===== src/rtl/bxr_pkg.sv =====
package bxr_pkg;
  typedef enum logic [0:0] {
    SER_IDLE = 1'b0,
    SER_SEND = 1'b1
  } ser_state_e;
endpackage


===== src/rtl/bxr_accum.sv =====
module bxr_accum #(
  parameter int NCH = 128
) (
  input  logic           clk,
  input  logic           rst_n,
  input  logic           capture_i,
  input  logic           strobe_i,
  input  logic [NCH-1:0] hit_i,
  output logic [NCH-1:0] pattern_o,
  output logic           any_o
);
  logic [NCH-1:0] acc_q;

  always_ff @(posedge clk or negedge rst_n) begin
    if (!rst_n)                    acc_q <= '0;
    else if (!capture_i || strobe_i) acc_q <= '0;
    else                           acc_q <= acc_q | hit_i;
  end

  assign pattern_o = acc_q | hit_i;
  assign any_o     = |pattern_o;

  // bits gathered inside a crossing are never lost before its strobe
  p_acc_keep_r4: assert property (@(posedge clk) disable iff (!rst_n)
    capture_i && !strobe_i |=> ((acc_q & $past(pattern_o)) == $past(pattern_o)));
endmodule


===== src/rtl/bxr_store.sv =====
module bxr_store #(
  parameter int NCH   = 128,
  parameter int ID_W  = 16,
  parameter int DEPTH = 16,
  localparam int REC_W = ID_W + NCH,
  localparam int PTR_W = $clog2(DEPTH),
  localparam int CNT_W = $clog2(DEPTH + 1)
) (
  input  logic             clk,
  input  logic             rst_n,
  input  logic             clear_i,
  input  logic             capture_i,
  input  logic             strobe_i,
  input  logic             any_i,
  input  logic [NCH-1:0]   pattern_i,
  input  logic [PTR_W-1:0] rd_rec_i,
  output logic [REC_W-1:0] rec_o,
  output logic [CNT_W-1:0] count_o,
  output logic             full_o,
  output logic             ovf_o
);
  logic [REC_W-1:0] mem_q [DEPTH];
  logic [ID_W-1:0]  bcid_q;
  logic [CNT_W-1:0] cnt_q;
  logic             ovf_q;
  logic             close_x, wr_en;

  assign full_o  = (cnt_q == CNT_W'(DEPTH));
  assign close_x = capture_i & strobe_i;
  assign wr_en   = close_x & any_i & ~full_o;

  always_ff @(posedge clk or negedge rst_n) begin
    if (!rst_n) begin
      bcid_q <= '0;
      cnt_q  <= '0;
      ovf_q  <= 1'b0;
    end else if (clear_i) begin
      bcid_q <= '0;
      cnt_q  <= '0;
      ovf_q  <= 1'b0;
    end else begin
      if (close_x)                      bcid_q <= bcid_q + 1'b1;
      if (wr_en)                        cnt_q  <= cnt_q + 1'b1;
      if (close_x && any_i && full_o)   ovf_q  <= 1'b1;
    end
  end

  always_ff @(posedge clk) begin
    if (wr_en) mem_q[cnt_q[PTR_W-1:0]] <= {bcid_q, pattern_i};
  end

  assign rec_o   = mem_q[rd_rec_i];
  assign count_o = cnt_q;
  assign ovf_o   = ovf_q;

  // a train start leaves everything cleared
  p_clear_r1: assert property (@(posedge clk) disable iff (!rst_n)
    clear_i |=> (cnt_q == '0) && !ovf_q && (bcid_q == '0));
  // one count per closed crossing
  p_id_step_r2: assert property (@(posedge clk) disable iff (!rst_n)
    close_x && !clear_i |=> bcid_q == $past(bcid_q) + 1'b1);
  // fill count never passes capacity and stays put once full
  p_no_overflow_r5: assert property (@(posedge clk) disable iff (!rst_n)
    cnt_q <= CNT_W'(DEPTH));
  p_full_hold_r5: assert property (@(posedge clk) disable iff (!rst_n)
    full_o && !clear_i |=> full_o);
  // overflow is sticky until a train start
  p_ovf_sticky_r5: assert property (@(posedge clk) disable iff (!rst_n)
    ovf_q && !clear_i |=> ovf_q);
endmodule


===== src/rtl/bxr_serial.sv =====
module bxr_serial
  import bxr_pkg::*;
#(
  parameter int ID_W  = 16,
  parameter int REC_W = 144,
  parameter int DEPTH = 16,
  localparam int PTR_W = $clog2(DEPTH),
  localparam int CNT_W = $clog2(DEPTH + 1),
  localparam int BIT_W = $clog2(REC_W)
) (
  input  logic             clk,
  input  logic             rst_n,
  input  logic             abort_i,
  input  logic             start_i,
  input  logic [CNT_W-1:0] count_i,
  input  logic [REC_W-1:0] rec_i,
  input  logic             ready_i,
  output logic [PTR_W-1:0] rd_rec_o,
  output logic             data_o,
  output logic             valid_o
);
  localparam logic [BIT_W-1:0] ID_B   = BIT_W'(ID_W);
  localparam logic [BIT_W-1:0] LAST_B = BIT_W'(REC_W - 1);

  ser_state_e       state_q;
  logic [BIT_W-1:0] bit_q, sel;
  logic [CNT_W-1:0] rec_q;
  logic             take, last_bit, last_rec;

  assign take     = valid_o & ready_i;
  assign last_bit = (bit_q == LAST_B);
  assign last_rec = ((rec_q + CNT_W'(1)) == count_i);

  always_ff @(posedge clk or negedge rst_n) begin
    if (!rst_n) begin
      state_q <= SER_IDLE;
      bit_q   <= '0;
      rec_q   <= '0;
    end else if (abort_i) begin
      state_q <= SER_IDLE;
      bit_q   <= '0;
      rec_q   <= '0;
    end else if (state_q == SER_IDLE) begin
      if (start_i && count_i != '0) begin
        state_q <= SER_SEND;
        bit_q   <= '0;
        rec_q   <= '0;
      end
    end else if (take) begin
      if (last_bit) begin
        bit_q <= '0;
        if (last_rec) state_q <= SER_IDLE;
        else          rec_q   <= rec_q + CNT_W'(1);
      end else begin
        bit_q <= bit_q + 1'b1;
      end
    end
  end

  // identifier leads, MSB first, then channels in ascending order
  always_comb begin
    if (bit_q < ID_B) sel = LAST_B - bit_q;
    else              sel = bit_q - ID_B;
  end

  assign data_o   = rec_i[sel];
  assign valid_o  = (state_q == SER_SEND);
  assign rd_rec_o = rec_q[PTR_W-1:0];

  // stalled bit stays on the line
  p_hold_r8: assert property (@(posedge clk) disable iff (!rst_n)
    valid_o && !ready_i && !abort_i |=> valid_o && $stable(data_o));
  // only filled records are addressed
  p_rec_filled_r6: assert property (@(posedge clk) disable iff (!rst_n)
    valid_o |-> rec_q < count_i);
  // an abort empties the stream on the next cycle
  p_abort_r10: assert property (@(posedge clk) disable iff (!rst_n)
    abort_i |=> !valid_o);
endmodule


===== src/rtl/bx_hit_recorder.sv =====
module bx_hit_recorder #(
  parameter int NCH   = 128,
  parameter int ID_W  = 16,
  parameter int DEPTH = 16
) (
  input  logic           clk,
  input  logic           rst_n,
  input  logic           train_i,
  input  logic           bx_strobe_i,
  input  logic [NCH-1:0] hit_i,
  input  logic           rd_start_i,
  input  logic           ser_ready_i,
  output logic           ser_data_o,
  output logic           ser_valid_o,
  output logic           mem_full_o,
  output logic           overflow_o
);
  localparam int REC_W = ID_W + NCH;
  localparam int PTR_W = $clog2(DEPTH);
  localparam int CNT_W = $clog2(DEPTH + 1);

  logic             train_q, train_rise, capture;
  logic [NCH-1:0]   pattern;
  logic             any_hit;
  logic [REC_W-1:0] rec;
  logic [PTR_W-1:0] rd_rec;
  logic [CNT_W-1:0] count;

  always_ff @(posedge clk or negedge rst_n) begin
    if (!rst_n) train_q <= 1'b0;
    else        train_q <= train_i;
  end

  assign train_rise = train_i & ~train_q;
  assign capture    = train_i & train_q;

  bxr_accum #(.NCH(NCH)) u_accum (
    .clk       (clk),
    .rst_n     (rst_n),
    .capture_i (capture),
    .strobe_i  (bx_strobe_i),
    .hit_i     (hit_i),
    .pattern_o (pattern),
    .any_o     (any_hit)
  );

  bxr_store #(.NCH(NCH), .ID_W(ID_W), .DEPTH(DEPTH)) u_store (
    .clk       (clk),
    .rst_n     (rst_n),
    .clear_i   (train_rise),
    .capture_i (capture),
    .strobe_i  (bx_strobe_i),
    .any_i     (any_hit),
    .pattern_i (pattern),
    .rd_rec_i  (rd_rec),
    .rec_o     (rec),
    .count_o   (count),
    .full_o    (mem_full_o),
    .ovf_o     (overflow_o)
  );

  bxr_serial #(.ID_W(ID_W), .REC_W(REC_W), .DEPTH(DEPTH)) u_serial (
    .clk      (clk),
    .rst_n    (rst_n),
    .abort_i  (train_i),
    .start_i  (rd_start_i),
    .count_i  (count),
    .rec_i    (rec),
    .ready_i  (ser_ready_i),
    .rd_rec_o (rd_rec),
    .data_o   (ser_data_o),
    .valid_o  (ser_valid_o)
  );

  // no stream activity once a train has been seen
  p_quiet_train_r9: assert property (@(posedge clk) disable iff (!rst_n)
    train_q |-> !ser_valid_o);
  // a train start drops both flags
  p_start_flags_r1: assert property (@(posedge clk) disable iff (!rst_n)
    train_rise |=> !mem_full_o && !overflow_o);
endmodule


===== config.mk =====
export PLATFORM = sky130hd
export DESIGN_NAME = bx_hit_recorder
export DESIGN_NICKNAME = d
export VERILOG_FILES = /design/src/rtl/bxr_pkg.sv /design/src/rtl/bxr_accum.sv /design/src/rtl/bxr_store.sv /design/src/rtl/bxr_serial.sv /design/src/rtl/bx_hit_recorder.sv
export SDC_FILE = /design/constraint.sdc
export NUM_CORES = 2
export LEC_CHECK = 0
export BUFFER_PORTS_ARGS = -buffer_cell sky130_fd_sc_hd__buf_4
export CORE_ASPECT_RATIO = 0.9
export CORE_MARGIN = 5
export CORE_UTILIZATION = 55
export CTS_CLUSTER_DIAMETER = 60
export DETAILED_ROUTE_END_ITERATION = 10
export PLACE_DENSITY = 0.71
export SYNTH_ARGS = -nofsm -noshare
export SYNTH_HDL_FRONTEND = slang
export SYNTH_SLANG_ARGS = --single-unit

===== constraint.sdc =====
create_clock -name clk -period 20.5 [get_ports clk]
set_input_delay 2.05 -clock clk [delete_from_list [all_inputs] [get_ports clk]]
set_output_delay 2.05 -clock clk [all_outputs]
set_load 0.01 [all_outputs]

==> metrics.cfg <==
[synthesis]
synth_cell_type_count = 67
netlist.area_leader.share_pct = 72.6
synth_sequential_area_ratio_pct = 76.9
postSynthAreaPerCell_um2 = 21.3
yosysWarningCount = 0
syn_area_um2 = 95400
synthesis.nets = 4630
synth_commonest_cells = edfxtp_1, mux4_2, nor2_1, dfrtp_1, nand2_1
ys_async_sr_fraction_pct = 6.68
synth_ff_type = edfxtp_1
synth_cells = 4487
synth.top_cells.by_area = edfxtp_1, mux4_2, dfrtp_1
postSynthRegisterBits = 2469
post-synth-top-count-cell = edfxtp_1
synth-edff-count = 2304
synth_top_cell_by_area = edfxtp_1

[clock_network]
cts-resized-gates = 0
worst_setup_hold_path_clk_slew_ns = 0.06
worstSkewPairLatency_ns = 0.83
cts_hold_repair.buffers = 0
cts_root_buffer = clkbuf_16
clock_path_buffers = 3
clock-sinks = 2469
post-cts-setup-buffers = 0
numCtsBuffers = 224
tritoncts = done
cts-htree-levels = 4

[place]
routabilityCongestion = 0.816
place.detailed.hpwl_um = 131000
post-place-cells = 6798
post_dp_cell_area_um2 = 99300
io_buffer_count = 137

[floorplanning]
die-area_um2 = 182000
initial_utilization_pct = 55.1
core-area_um2 = 173000
core.rowCount = 145
chipWidth_um = 449
pin_count = 138
floorplan.die.height_um = 405

[cells_and_area]
drive_gt1_share_pct = 25.8
design_area_um2 = 107000
finalNonFillerCells = 7227
synth_to_final_area_change_pct = 11.9
finalNetCount = 4889
final_core_util_pct = 61.6

[timing]
grt_setup_unrepaired = false
finalMaxSlewViolations = 0
hold_viol_final = 0
layout_skew_ns = 0.0290
timing_worst_slew_pin_value_ns = 1.19
part_of_the_cycle_the_worst_path_needs_pct = 47.2
report.final.setup_viol = 0
max_clock_freq_mhz = 103
fin_tns_setup_ns = 0
slew_headroom_pct = 20.1
final_critical_period_ns = 9.69

[global_route]
global_route.overflow_total = 0
grt_antenna_before_repair = 10
global_route.usage.total_pct = 26.0
grt_pass1_vias = 47690
grt_max_degree = 127
grt_pass1_wl_um = 340000

[critical_path]
reg2regPathDepth = 11
critPathMaxStageDelay_ns = 1.04
critPathSlowestCell = dfrtp_4
crit_start = u_serial.rec_q[0]$_DFFE_PN0P_
timing.critical_path.max_delay_family = buffers and inverters
critical_path_buf_inv_count = 5
worst_setup_path_end_kind = output pin
critPathLaunchType = register
data_required_critical_path_ns = 18.45
critical_path.max_fanout = 86
path_common_cell = buf_4
crit_chain = buf_4 > buf_12 > buf_4 > buf_4 > mux4_2 > mux2i_1 > o41ai_1 > a2111oi_0 > a32oi_1 > a22oi_1 > o32ai_1 > a221o_1 > buf_4
worstSetupPathType = reg -> out
launch_instance_of_the_worst_register_to_register_path = u_accum.acc_q[83]$_DFF_PN0_
cp.arrival_ns = 7.64
timing.rr.end = u_store.mem_q[8][9]$_DFFE_PP_
ff2ff_setup_slack_ns = 14.42

[hold_path]
whs_path_depth = 2
min_delay_worst_endpoint = u_accum.acc_q[31]$_DFF_PN0_
min-delay-path-class = reg -> reg
hold_path.startpoint = u_accum.acc_q[31]$_DFF_PN0_

[power_and_ir_drop]
leakagePower_nw = 34.0
vdd.ir_drop.worst_mv = 0.0753
power-per-cell-area_nw_per_um2 = 93.9
final_total_power_mw = 10.0

[routing]
detailroute.via_count = 47352
dr_wl_met2_um = 113000
top_layer_used = met5
drc_markers = 0
drt-wirelength-per-cell_um = 32.6
drt_iter0_markers = 6268
wl_met1_um = 92500
met3WireLength_um = 22900
ant_nets = 0
via_count_normalized_by_instance_count = 6.55
detail_route.wirelength_um = 235000
drt_first_pass_iters = 6

[job]
max-cap-violations = 0

[outcome]
outcome = finished, final reports clean

[worst reg2reg max path, stage by stage (launching register included)]
cell and delay, ns:
dfrtp_1 0.38, nor2_1 0.84, nand4_1 0.18, nor4_1 0.94, nand4_1 0.54, o21ai_0 0.62
nand2b_1 0.36, inv_1 0.15, nand2_1 0.25, nor2_4 0.19, buf_4 0.50, buf_4 0.65
[power by group]
part | switching [mW] | internal, mW
Clock | 1.79 | 2.40
Sequential | 0.0129 | 5.55
Combinational | 0.193 | 0.0676
Total | 1.99 | 8.02
[cell usage in the layout (no fill, tap or decap), types with 14 or more instances in the layout]
cell          n
a31oi_1      18
clkinv_2     42
clkbuf_1     66
buf_4       245
bufinv_16    21
nor2_1      302
inv_1       131
xnor2_1      14
a21oi_1      26
edfxtp_1   2304
nand4_1      49
o21ai_0      44
mux4_2      634
nor4_1       18
nand3_1      53
dfrtp_1     161
nor2b_1      19
a22oi_1      66
a211oi_1     14
clkinv_1     39
nand2_1     132
clkbuf_16   235
mux2i_1      64
[routing by layer]
metal	up-vias	global-route usage, %
li1	19010	-
met1	25335	37.9
met2	2636	40.9
met3	361	5.04
met4	10	7.39
met5	-	0
[worst max path at each step]
stage / cells past startpoint / end / slack (ns)
after CTS: 13 / ser_data_o / 10.55
after global placement: 13 / ser_data_o / 11.54
final: 13 / ser_data_o / 10.81
after floorplan: 9 / u_store.mem_q[1][0]$_DFFE_PP_ / 6.64
after global routing: 13 / ser_data_o / 9.99
after detailed placement: 13 / ser_data_o / 11.49
[through the flow]
stage	hold WS, ns	setup WS (ns)
floorplan	0.457	6.64
global placement	0.484	11.54
detailed placement	0.491	11.49
CTS	0.505	10.55
global route	0.538	9.99
finish	0.504	10.81
[sequential cells by signal, summed over array words and instances (netlist names)]
register,cells
u_store.bcid_q,16
u_serial.rec_q,5
u_store.count_o,5
u_store.mem_q,2304
u_serial.valid_o,1
u_serial.bit_q,8
train_q,1
u_store.ovf_o,1
u_accum.acc_q,128
[cell type report]
| type | instances | area [µm²] |
|---|---|---|
| Sequential cell | 2469 | 73300 |
| Fill cell | 11696 | 66400 |
| Multi-Input combinational cell | 1660 | 20500 |
| Clock buffer | 313 | 6290 |
| Tap cell | 2278 | 2850 |
| Timing Repair Buffer | 258 | 2090 |
| Clock inverter | 115 | 1100 |
| Inverter | 133 | 499 |
| Antenna cell | 1 | 2.50 |
[cells by family (layout without fill, tap and decap cells)]
family	count (synthesis)	in the layout	share of synthesized area, %
adder cells (fa/ha/maj)	9	9	0.118
AND/OR/NAND/NOR	657	657	3.07
other	0	1	0
AO/OA/AOI/OAI	248	248	1.81
XOR/XNOR	28	28	0.277
buffers and inverters	358	819	1.80
flip-flops	2469	2469	76.9
multiplexers	718	718	16.0
(Power assumes the default switching activity.)
